<file path="src/rtl/trapdoor_pkg.sv">
package trapdoor_pkg;
  localparam logic [2:0] OFS_RD_TIM = 3'd0;
  localparam logic [2:0] OFS_ERR    = 3'd1;
  localparam logic [2:0] OFS_WR_TIM = 3'd1;
  localparam logic [2:0] OFS_GATE   = 3'd2;
  localparam logic [2:0] OFS_CTRL   = 3'd3;
  localparam logic [2:0] OFS_STRAP  = 3'd5;
  localparam logic [2:0] OFS_MISC   = 3'd6;
  localparam logic [7:0] KEY_OPEN   = 8'h03;
  localparam logic [7:0] KEY_CLOSE  = 8'h83;
  localparam logic [7:0] CODE_OVR   = 8'h85;
  localparam logic [7:0] STRAP_ARM  = 8'hFF;

  typedef enum logic [1:0] {SeqIdle, SeqArm1, SeqArm2, SeqCfg} seqState_t;

  typedef struct packed {
    logic       active;
    logic       wrRdTim;
    logic       wrWrTim;
    logic       wrCtrl;
    logic       wrStrap;
    logic       wrMisc;
    logic [7:0] data;
  } cfgStrobe_t;
endpackage

</file>
<file path="src/rtl/trapdoor_ctrl.sv">
module trapdoor_ctrl
  import trapdoor_pkg::*;
(
  input  logic       clk,
  input  logic       rstN,
  input  logic [2:0] busAddr,
  input  logic       busRd,
  input  logic       busWr,
  input  logic       busWide,
  input  logic [7:0] busWdata,
  output cfgStrobe_t strb,
  output logic       cfgRdHit,
  output logic       passRd,
  output logic       passWr,
  output logic       cfgMode
);
  seqState_t state, stateNext;
  logic anyAccess, armRead, keyOpen, keyClose, inCfg;

  assign anyAccess = busRd | busWr;
  assign armRead   = busRd & busWide & (busAddr == OFS_ERR);
  assign keyOpen   = busWr & ~busWide & (busAddr == OFS_GATE) & (busWdata == KEY_OPEN);
  assign keyClose  = busWr & ~busWide & (busAddr == OFS_GATE) & (busWdata == KEY_CLOSE);
  assign inCfg     = (state == SeqCfg);

  always_comb begin
    stateNext = state;
    case (state)
      SeqIdle: if (armRead) stateNext = SeqArm1;
      SeqArm1: if (anyAccess) stateNext = armRead ? SeqArm2 : SeqIdle;
      SeqArm2: if (anyAccess) stateNext = keyOpen ? SeqCfg : SeqIdle;
      SeqCfg:  if (keyClose) stateNext = SeqIdle;
      default: stateNext = SeqIdle;
    endcase
  end

  always_ff @(posedge clk) begin
    if (!rstN) state <= SeqIdle;
    else       state <= stateNext;
  end

  always_comb begin
    strb.active  = inCfg;
    strb.wrRdTim = inCfg & busWr & (busAddr == OFS_RD_TIM);
    strb.wrWrTim = inCfg & busWr & (busAddr == OFS_WR_TIM);
    strb.wrCtrl  = inCfg & busWr & (busAddr == OFS_CTRL);
    strb.wrStrap = inCfg & busWr & (busAddr == OFS_STRAP);
    strb.wrMisc  = inCfg & busWr & (busAddr == OFS_MISC);
    strb.data    = busWdata;
  end

  assign cfgRdHit = inCfg & busRd & (busAddr == OFS_STRAP);
  assign passRd   = busRd & ~inCfg;
  assign passWr   = busWr & ~inCfg;
  assign cfgMode  = inCfg;

  // the key write after two arming reads opens the bank
  p_unlock_r3: assert property (@(posedge clk) disable iff (!rstN)
    (state == SeqArm2 && keyOpen) |=> cfgMode);

  // the bank opens only on the cycle after a key write
  p_enter_key_r4: assert property (@(posedge clk) disable iff (!rstN)
    $rose(cfgMode) |-> $past(keyOpen));

  // the close key relocks
  p_relock_r10: assert property (@(posedge clk) disable iff (!rstN)
    (cfgMode && keyClose) |=> !cfgMode);
endmodule

</file>
<file path="src/rtl/trapdoor_regs.sv">
module trapdoor_regs
  import trapdoor_pkg::*;
#(
  parameter int         DRIVES   = 2,
  parameter logic [7:0] DEF_SLOW = 8'h7F,
  parameter logic [7:0] DEF_FAST = 8'h5A
) (
  input  logic                  clk,
  input  logic                  rstN,
  input  cfgStrobe_t            strb,
  input  logic                  clkStrap,
  output logic [15:0]           cfgRdata,
  output logic                  overrideStrap,
  output logic [DRIVES*8-1:0]   rdTimings,
  output logic [DRIVES*8-1:0]   wrTimings,
  output logic [1:0]            addrSetup
);
  localparam int SEL_W = (DRIVES > 1) ? $clog2(DRIVES) : 1;

  logic [DRIVES-1:0][7:0] rdTim, wrTim;
  logic [7:0] strapReg, miscReg;
  logic [SEL_W-1:0] driveSel;
  logic overrideQ;
  logic [7:0] defTiming;

  assign driveSel  = miscReg[SEL_W-1:0];
  assign defTiming = clkStrap ? DEF_FAST : DEF_SLOW;

  always_ff @(posedge clk) begin
    if (!rstN) begin
      rdTim     <= '0;
      wrTim     <= '0;
      strapReg  <= '0;
      miscReg   <= '0;
      overrideQ <= 1'b0;
    end else begin
      if (strb.wrRdTim) rdTim[driveSel] <= strb.data;
      if (strb.wrWrTim) wrTim[driveSel] <= strb.data;
      if (strb.wrStrap) strapReg <= strb.data;
      if (strb.wrMisc)  miscReg  <= strb.data;
      if (strb.wrCtrl && strb.data == CODE_OVR) overrideQ <= 1'b1;
    end
  end

  for (genvar d = 0; d < DRIVES; d++) begin : g_drive
    assign rdTimings[d*8 +: 8] = overrideQ ? rdTim[d] : defTiming;
    assign wrTimings[d*8 +: 8] = overrideQ ? wrTim[d] : defTiming;
  end

  assign cfgRdata      = (strapReg == STRAP_ARM) ? {15'd0, clkStrap} : 16'd0;
  assign overrideStrap = overrideQ;
  assign addrSetup     = miscReg[5:4];

  // while the bank is locked, timing storage holds
  p_locked_hold_r2: assert property (@(posedge clk) disable iff (!rstN)
    !strb.active |=> ($stable(rdTim) && $stable(wrTim)));

  // override is sticky
  p_override_sticky_r9: assert property (@(posedge clk) disable iff (!rstN)
    overrideStrap |=> overrideStrap);
endmodule

</file>
<file path="src/rtl/taskfile_cfg_gate.sv">
module taskfile_cfg_gate
  import trapdoor_pkg::*;
#(
  parameter int         DRIVES   = 2,
  parameter logic [7:0] DEF_SLOW = 8'h7F,
  parameter logic [7:0] DEF_FAST = 8'h5A
) (
  input  logic                clk,
  input  logic                rstN,
  input  logic [2:0]          busAddr,
  input  logic                busRd,
  input  logic                busWr,
  input  logic                busWide,
  input  logic [7:0]          busWdata,
  input  logic                clkStrap,
  output logic [15:0]         busRdata,
  output logic                cfgRdHit,
  output logic                passRd,
  output logic                passWr,
  output logic                cfgMode,
  output logic                overrideStrap,
  output logic [DRIVES*8-1:0] rdTimings,
  output logic [DRIVES*8-1:0] wrTimings,
  output logic [1:0]          addrSetup
);
  cfgStrobe_t strb;

  trapdoor_ctrl u_ctrl (
    .clk(clk), .rstN(rstN), .busAddr(busAddr), .busRd(busRd), .busWr(busWr),
    .busWide(busWide), .busWdata(busWdata), .strb(strb), .cfgRdHit(cfgRdHit),
    .passRd(passRd), .passWr(passWr), .cfgMode(cfgMode)
  );

  trapdoor_regs #(.DRIVES(DRIVES), .DEF_SLOW(DEF_SLOW), .DEF_FAST(DEF_FAST)) u_regs (
    .clk(clk), .rstN(rstN), .strb(strb), .clkStrap(clkStrap), .cfgRdata(busRdata),
    .overrideStrap(overrideStrap), .rdTimings(rdTimings), .wrTimings(wrTimings),
    .addrSetup(addrSetup)
  );
endmodule

</file>
<file path="config.mk">
export PLATFORM = sky130hd
export DESIGN_NAME = taskfile_cfg_gate
export DESIGN_NICKNAME = d
export VERILOG_FILES = /design/src/rtl/trapdoor_pkg.sv /design/src/rtl/trapdoor_ctrl.sv /design/src/rtl/trapdoor_regs.sv /design/src/rtl/taskfile_cfg_gate.sv
export SDC_FILE = /design/constraint.sdc
export NUM_CORES = 1
export LEC_CHECK = 0
export ABC_AREA = 1
export ABC_CLOCK_PERIOD_IN_PS = 2020
export BUFFER_PORTS_ARGS = -buffer_cell sky130_fd_sc_hd__clkbuf_2
export CAP_MARGIN = 20
export CORE_MARGIN = 3
export CORE_UTILIZATION = 50
export DETAILED_ROUTE_END_ITERATION = 10
export PLACE_DENSITY = 0.84
export SYNTH_ARGS = -nofsm -noshare
export SYNTH_HDL_FRONTEND = slang
export SYNTH_SLANG_ARGS = --single-unit
</file>
<file path="constraint.sdc">
create_clock -name clk -period 2.02 [get_ports clk]
set_clock_uncertainty 0.2 [all_clocks]
set_input_delay 0.101 -clock clk [delete_from_list [all_inputs] [get_ports clk]]
set_output_delay 0.101 -clock clk [all_outputs]
set_load 0.01 [all_outputs]
</file>
# Word level (Yosys, flattened, before mapping)
# Index checks and enable logic that the tools add are counted.
[totals]
output_inout_bits = 55
elab_cells = 67
reg_bits = 49
in_bits = 17
[op_classes]
reduce_logical = 5
n_lt_le_gt_ge = 2
n_mux = 17
n_eq_ne = 16
bitwise_logic = 19
[op_table]
columns = ["operator", "n"]
rows = [
  ["2-to-1 mux 8 bit", 5],
  ["bitwise mux 16 bit", 2],
  ["== test 8 bit (second input constant)", 3],
  ["bitwise AND 1 bit", 16],
  ["2-to-1 mux 2 bit", 6],
  ["demux 8 bit (select 1 bit)", 1],
  ["== test 8 x 2 -> 1 bit (second input constant)", 1],
  ["!= test 2 x 1 -> 1 bit (second input constant)", 4],
  ["one-hot mux 2 bit (4 select lines)", 1],
  ["== test 3 x 2 -> 1 bit (second input constant)", 2],
  ["== test 3 bit (second input constant)", 2],
  ["2-to-1 mux 6 bit", 1],
  ["== test 2 bit (second input constant)", 2],
  ["AND reduction 4 bit", 1],
  ["== test 3 x 1 -> 1 bit (second input constant)", 1],
  ["logical NOT 3 bit", 1],
  ["== test 2 x 1 -> 1 bit (second input constant)", 1],
  ["logical AND 1 bit", 2],
  ["logical NOT 2 bit", 1],
  ["less-than comparator 1 x 2 -> 1 bit (second input constant)", 1],
  ["inverter 1 bit", 2],
  [">= comparator 1 bit (second input constant)", 1],
  ["2-to-1 mux 1 bit", 1],
  ["bitwise OR 1 bit", 1],
]

# Depth between registers and ports, before layout
[depth]
word_depth = 7
depth_mapped = 9

# Cells and area by module
# A second synthesis with hierarchy kept.
[unflattened]
hier_cells = 331
hier_area_um2 = 2321.0
[by_module_without_submodules]
columns = ["mod", "area_per_inst_um2", "instances", "cells_per_inst", "seq_area_each_um2"]
rows = [
  ["trapdoor_regs", 1970.6, 1, 263, 880.8],
  ["trapdoor_ctrl", 350.3, 1, 68, 40.0],
]

# Least setup slack after synthesis
# OpenSTA, ideal clock, no wires.
[synth_path]
path_kind = "register -> register"
from = "register u_ctrl.state[0]"
to = "register u_regs.rdTim[4] in the netlist's numbering"
t_arrival_ns = 1.120
path_buffers = 1
setup_time_ns = 0.119
path_stages_with_launch = 9
required_time_ns = 1.701
setup_slack_ns = 0.580
path_cell_list = "dfxtp_1 nand2_2 clkinv_4 nand2_4 nor2_4 nand2_4 buf_6 o21ai_0 a21oi_1"
[synth_via]
elab_chain_cells = 3
[synth_rtl]
columns = ["element", "line_no", "source"]
rows = [
  ["from (decl)", "trapdoor_ctrl.sv:17", "seqState_t state, stateNext;"],
  ["from (signal assigned)", "trapdoor_ctrl.sv:38", "if (!rstN) state <= SeqIdle;"],
  ["from (signal assigned)", "trapdoor_ctrl.sv:39", "else state <= stateNext;"],
  ["== test 2 bit", "trapdoor_ctrl.sv:24", "assign inCfg = (state == SeqCfg);"],
  ["via cfgMode", "taskfile_cfg_gate.sv:20", "output logic cfgMode,"],
  ["bitwise AND 1 bit (2 in a row)", "trapdoor_ctrl.sv:44", "strb.wrRdTim = inCfg & busWr & (busAddr == OFS_RD_TIM);"],
  ["to (signal, indexed assignment)", "trapdoor_regs.sv:37", "if (strb.wrRdTim) rdTim[driveSel] <= strb.data;"],
  ["to (decl)", "trapdoor_regs.sv:20", "logic [DRIVES-1:0][7:0] rdTim, wrTim;"],
]
# The timed path passes the listed nets, and every way through them passes these cells.
# A chain may end at the register's enable or synchronous reset.

# Worst setup path after layout
[layout_path]
from = "register u_ctrl.state[0]"
to = "register u_regs.miscReg[0]"
[layout_via]
elab_chain_cells = 3
[layout_rtl]
columns = ["element", "line_no", "source"]
rows = [
  ["== test 2 bit", "trapdoor_ctrl.sv:24", ""],
  ["bitwise AND 1 bit (2 in a row)", "trapdoor_ctrl.sv:48", "strb.wrMisc = inCfg & busWr & (busAddr == OFS_MISC);"],
  ["to (signal assigned)", "trapdoor_regs.sv:40", "if (strb.wrMisc) miscReg <= strb.data;"],
  ["to (decl)", "trapdoor_regs.sv:21", "logic [7:0] strapReg, miscReg;"],
]
# No other way between the ends.

==> flow_metrics.py <==
metrics = {
    "sta": {
        "tightest_slew_ns": 0.704,
        "rsz0062_at_grt": "no",
        "max_slew_margin_pct": 53.0,
        "setup_violations": 0,
        "period_needed_ns": 1.94,
        "hold_viol_final": 0,
        "setup_tns_ns": 0,
        "fmax_mhz": 515,
        "drv_slew": 0,
        "fin_ws_ns": 0.0788,
        "timing.final.crit_share_pct": 96.1,
    },
    "clocking": {
        "clockRootBuffer": "clkbuf_8",
        "cts.repair.resized": 0,
        "cts_buffers": 5,
        "cts_setup_buffers": 0,
        "clk_pin_slew_ns": 0.08,
        "insertion_delay_ns": 0.29,
        "ctsHoldBuffers": 10,
        "clock_sinks": 46,
        "htree_levels": 2,
        "clockBufferDepth": 2,
        "cts_tree": "yes",
    },
    "yosys": {
        "synth_warnings": 0,
        "post_synth.cell_area_avg_um2": 7.13,
        "ys_seq_area_share_pct": 41.0,
        "synth-seq-cells": 46,
        "syn_inst": 315,
        "synth_top_area_share_pct": 41.0,
        "synthesis.area_mm2": 0.00224,
        "synth_cell_type_count": 25,
        "synth_area_leaders": "dfxtp_1, o21ai_0, a21oi_1",
        "yosysTopAreaCell": "dfxtp_1",
    },
    "power_and_ir_drop": {
        "switchingPower_mw": 0.518,
        "intPower_mw": 1.27,
        "switching_share_pct": 29.0,
        "p_seq_share_pct": 53.5,
        "irDropWorstVdd_v": 0.000453,
        "power_frac_comb_pct": 15.4,
        "total_power_mw": 1.78,
        "power.density_mw_per_mm2": 679,
        "p_leak_nw": 1.13,
        "p_clk_share_pct": 31.1,
    },
    "place": {
        "dp_slack_ns": 0.374,
        "postPlaceCellArea_mm2": 0.00244,
        "hpwlAfterDp_um": 3580,
        "port_buffers": 56,
        "dp_cells": 406,
        "gp_congestion": 0.900,
    },
    "global_route": {
        "antenna_found_initial": 0,
        "globalRouteTotalUtil_pct": 19.4,
        "overflow": 0,
        "grt_max_degree": 45,
        "grt_pass1_wl_um": 8110,
        "grt_pass1_vias": 1900,
    },
    "critical_path": {
        "worst-r2r-cell-count": 5,
        "cpPeakStageDelay_ns": 0.59,
        "rr_startpoint": "u_ctrl.state[0]",
        "worstPathCellList": "nand2_2 > nor2_2 > nand4_1 > dlygate4sd3_1 > a21oi_1",
        "startpoint_type": "register",
        "crit_fanout": 5,
        "crit_start": "u_ctrl.state[0]",
        "worstSetupPathType": "register to register",
        "endpoint_kind": "register",
        "crit_required_ns": 2.05,
        "worstPathArrival_ns": 1.97,
        "crit_slowest_cell": "dlygate4sd3_1",
    },
    "routing": {
        "viasPerCell": 4.98,
        "drt_iter0_markers": 129,
        "firstDrtPassIters": 4,
        "vias": 2110,
        "drc": 0,
        "wirelength_um": 5070,
        "wl_per_cell_um": 12.0,
        "ant_nets": 0,
    },
    "min_path": {
        "holdCritPathClass": "input pin to register",
        "hold_start": "busAddr[2]",
        "hold_depth": 4,
    },
    "flow_run": {
        "maxCapViolations": 0,
    },
    "final_layout": {
        "layout.cells.non_filler": 424,
        "layout_common_cells": "clkbuf_2, inv_1, o21ai_0",
        "diodes": 0,
        "areaGrowthSynthToFinish_pct": 17.1,
        "fin_nets": 390,
        "final_common_cell": "clkbuf_2",
        "final_cell_area_mm2": 0.00263,
        "drive_above_1_share_pct": 20.9,
    },
    "floorplanning": {
        "dieWidth_um": 73,
        "core_area_mm2": 0.00417,
        "die_area_mm2": 0.00533,
        "start_util_pct": 53.8,
        "die_y_um": 73,
        "io_pins": 72,
        "rows": 23,
    },
    "run_status": {
        "status": "complete, no violations",
    },
}
==> power groups by stage <==
| stage | Clock, mW | Combinational, mW | Sequential (mW) |
|---|---|---|---|
| global route | 0.605 | 0.312 | 0.957 |
| finish | 0.555 | 0.275 | 0.954 |
| floorplan | 0 | 0.196 | 0.970 |
| CTS | 0.567 | 0.272 | 0.953 |
| global placement | 0 | 0.248 | 0.972 |
| detailed placement | 0 | 0.257 | 0.975 |
==> layer usage <==
| metal | global-route usage [%] | wire length (um) |
|---|---|---|
| met1 | 24.3 | 2280 |
| met2 | 32.7 | 2390 |
| met3 | 4.55 | 353 |
| met4 | 6.15 | 43 |
| met5 | 0 | 0 |
==> path summary, 6_finish.rpt <==
| check | endpoint | slack [ns] |
|---|---|---|
| worst max-delay path | u_regs.miscReg[0] | 0.08 |
| worst min-delay path | u_regs.overrideStrap | 0.02 |
| worst max register to register | u_regs.miscReg[0] | 0.08 |
| worst min register to register | u_regs.wrTim[0] | 0.26 |
==> per-stage QoR <==
stage | hold WS, ns | util (%)
final | 0.0236 | 63.0
after global routing | 0.0586 | 63.0
after CTS | 0.0189 | 63.0
after detailed placement | 0.242 | 58.4
after global placement | 0.234 | 58.4
after floorplan | 0.0359 | -
==> cell usage after synthesis, drive strengths merged <==
cell type / n
nand3: 10
nand2: 41
buf: 23
nor2: 28
inv: 52
a21oi: 39
o21ai: 55
clkinv: 1
nand4: 4
or2: 1
nand3b: 1
conb: 1
clkbuf: 7
nor3: 6
dfxtp: 46
==> registers in the layout (all words and copies together) (netlist names) <==
register	cells
u_ctrl.state	2
u_regs.miscReg	3
u_regs.overrideStrap	1
u_regs.rdTim	16
u_regs.strapReg	8
u_regs.wrTim	16
==> worst max-delay path: cells and delay by family (launching register included) <==
| family | cells | cell delay [ns] |
|---|---|---|
| buf+inv | 1 | 0.59 |
| compound gates | 1 | 0.15 |
| simple gates | 3 | 0.52 |
| flops | 1 | 0.41 |
==> area by class of cell <==
class | instances | area (um2)
Fill cell | 375 | 1550
Multi-Input combinational cell | 200 | 962
Sequential cell | 46 | 921
Timing Repair Buffer | 67 | 388
Inverter | 53 | 204
Clock buffer | 5 | 68.8
Tap cell | 50 | 62.6
Clock inverter | 3 | 21.3
==> logic make-up after synthesis <==
kind of cell    after synthesis  synth area share [%]
flops                        46                  41.0
other cells                   1                 0.167
compound gates               94                  21.1
simple gates                 91                  19.2
buf+inv                      83                  18.5
No activity file was read; power rests on OpenSTA's default activity.
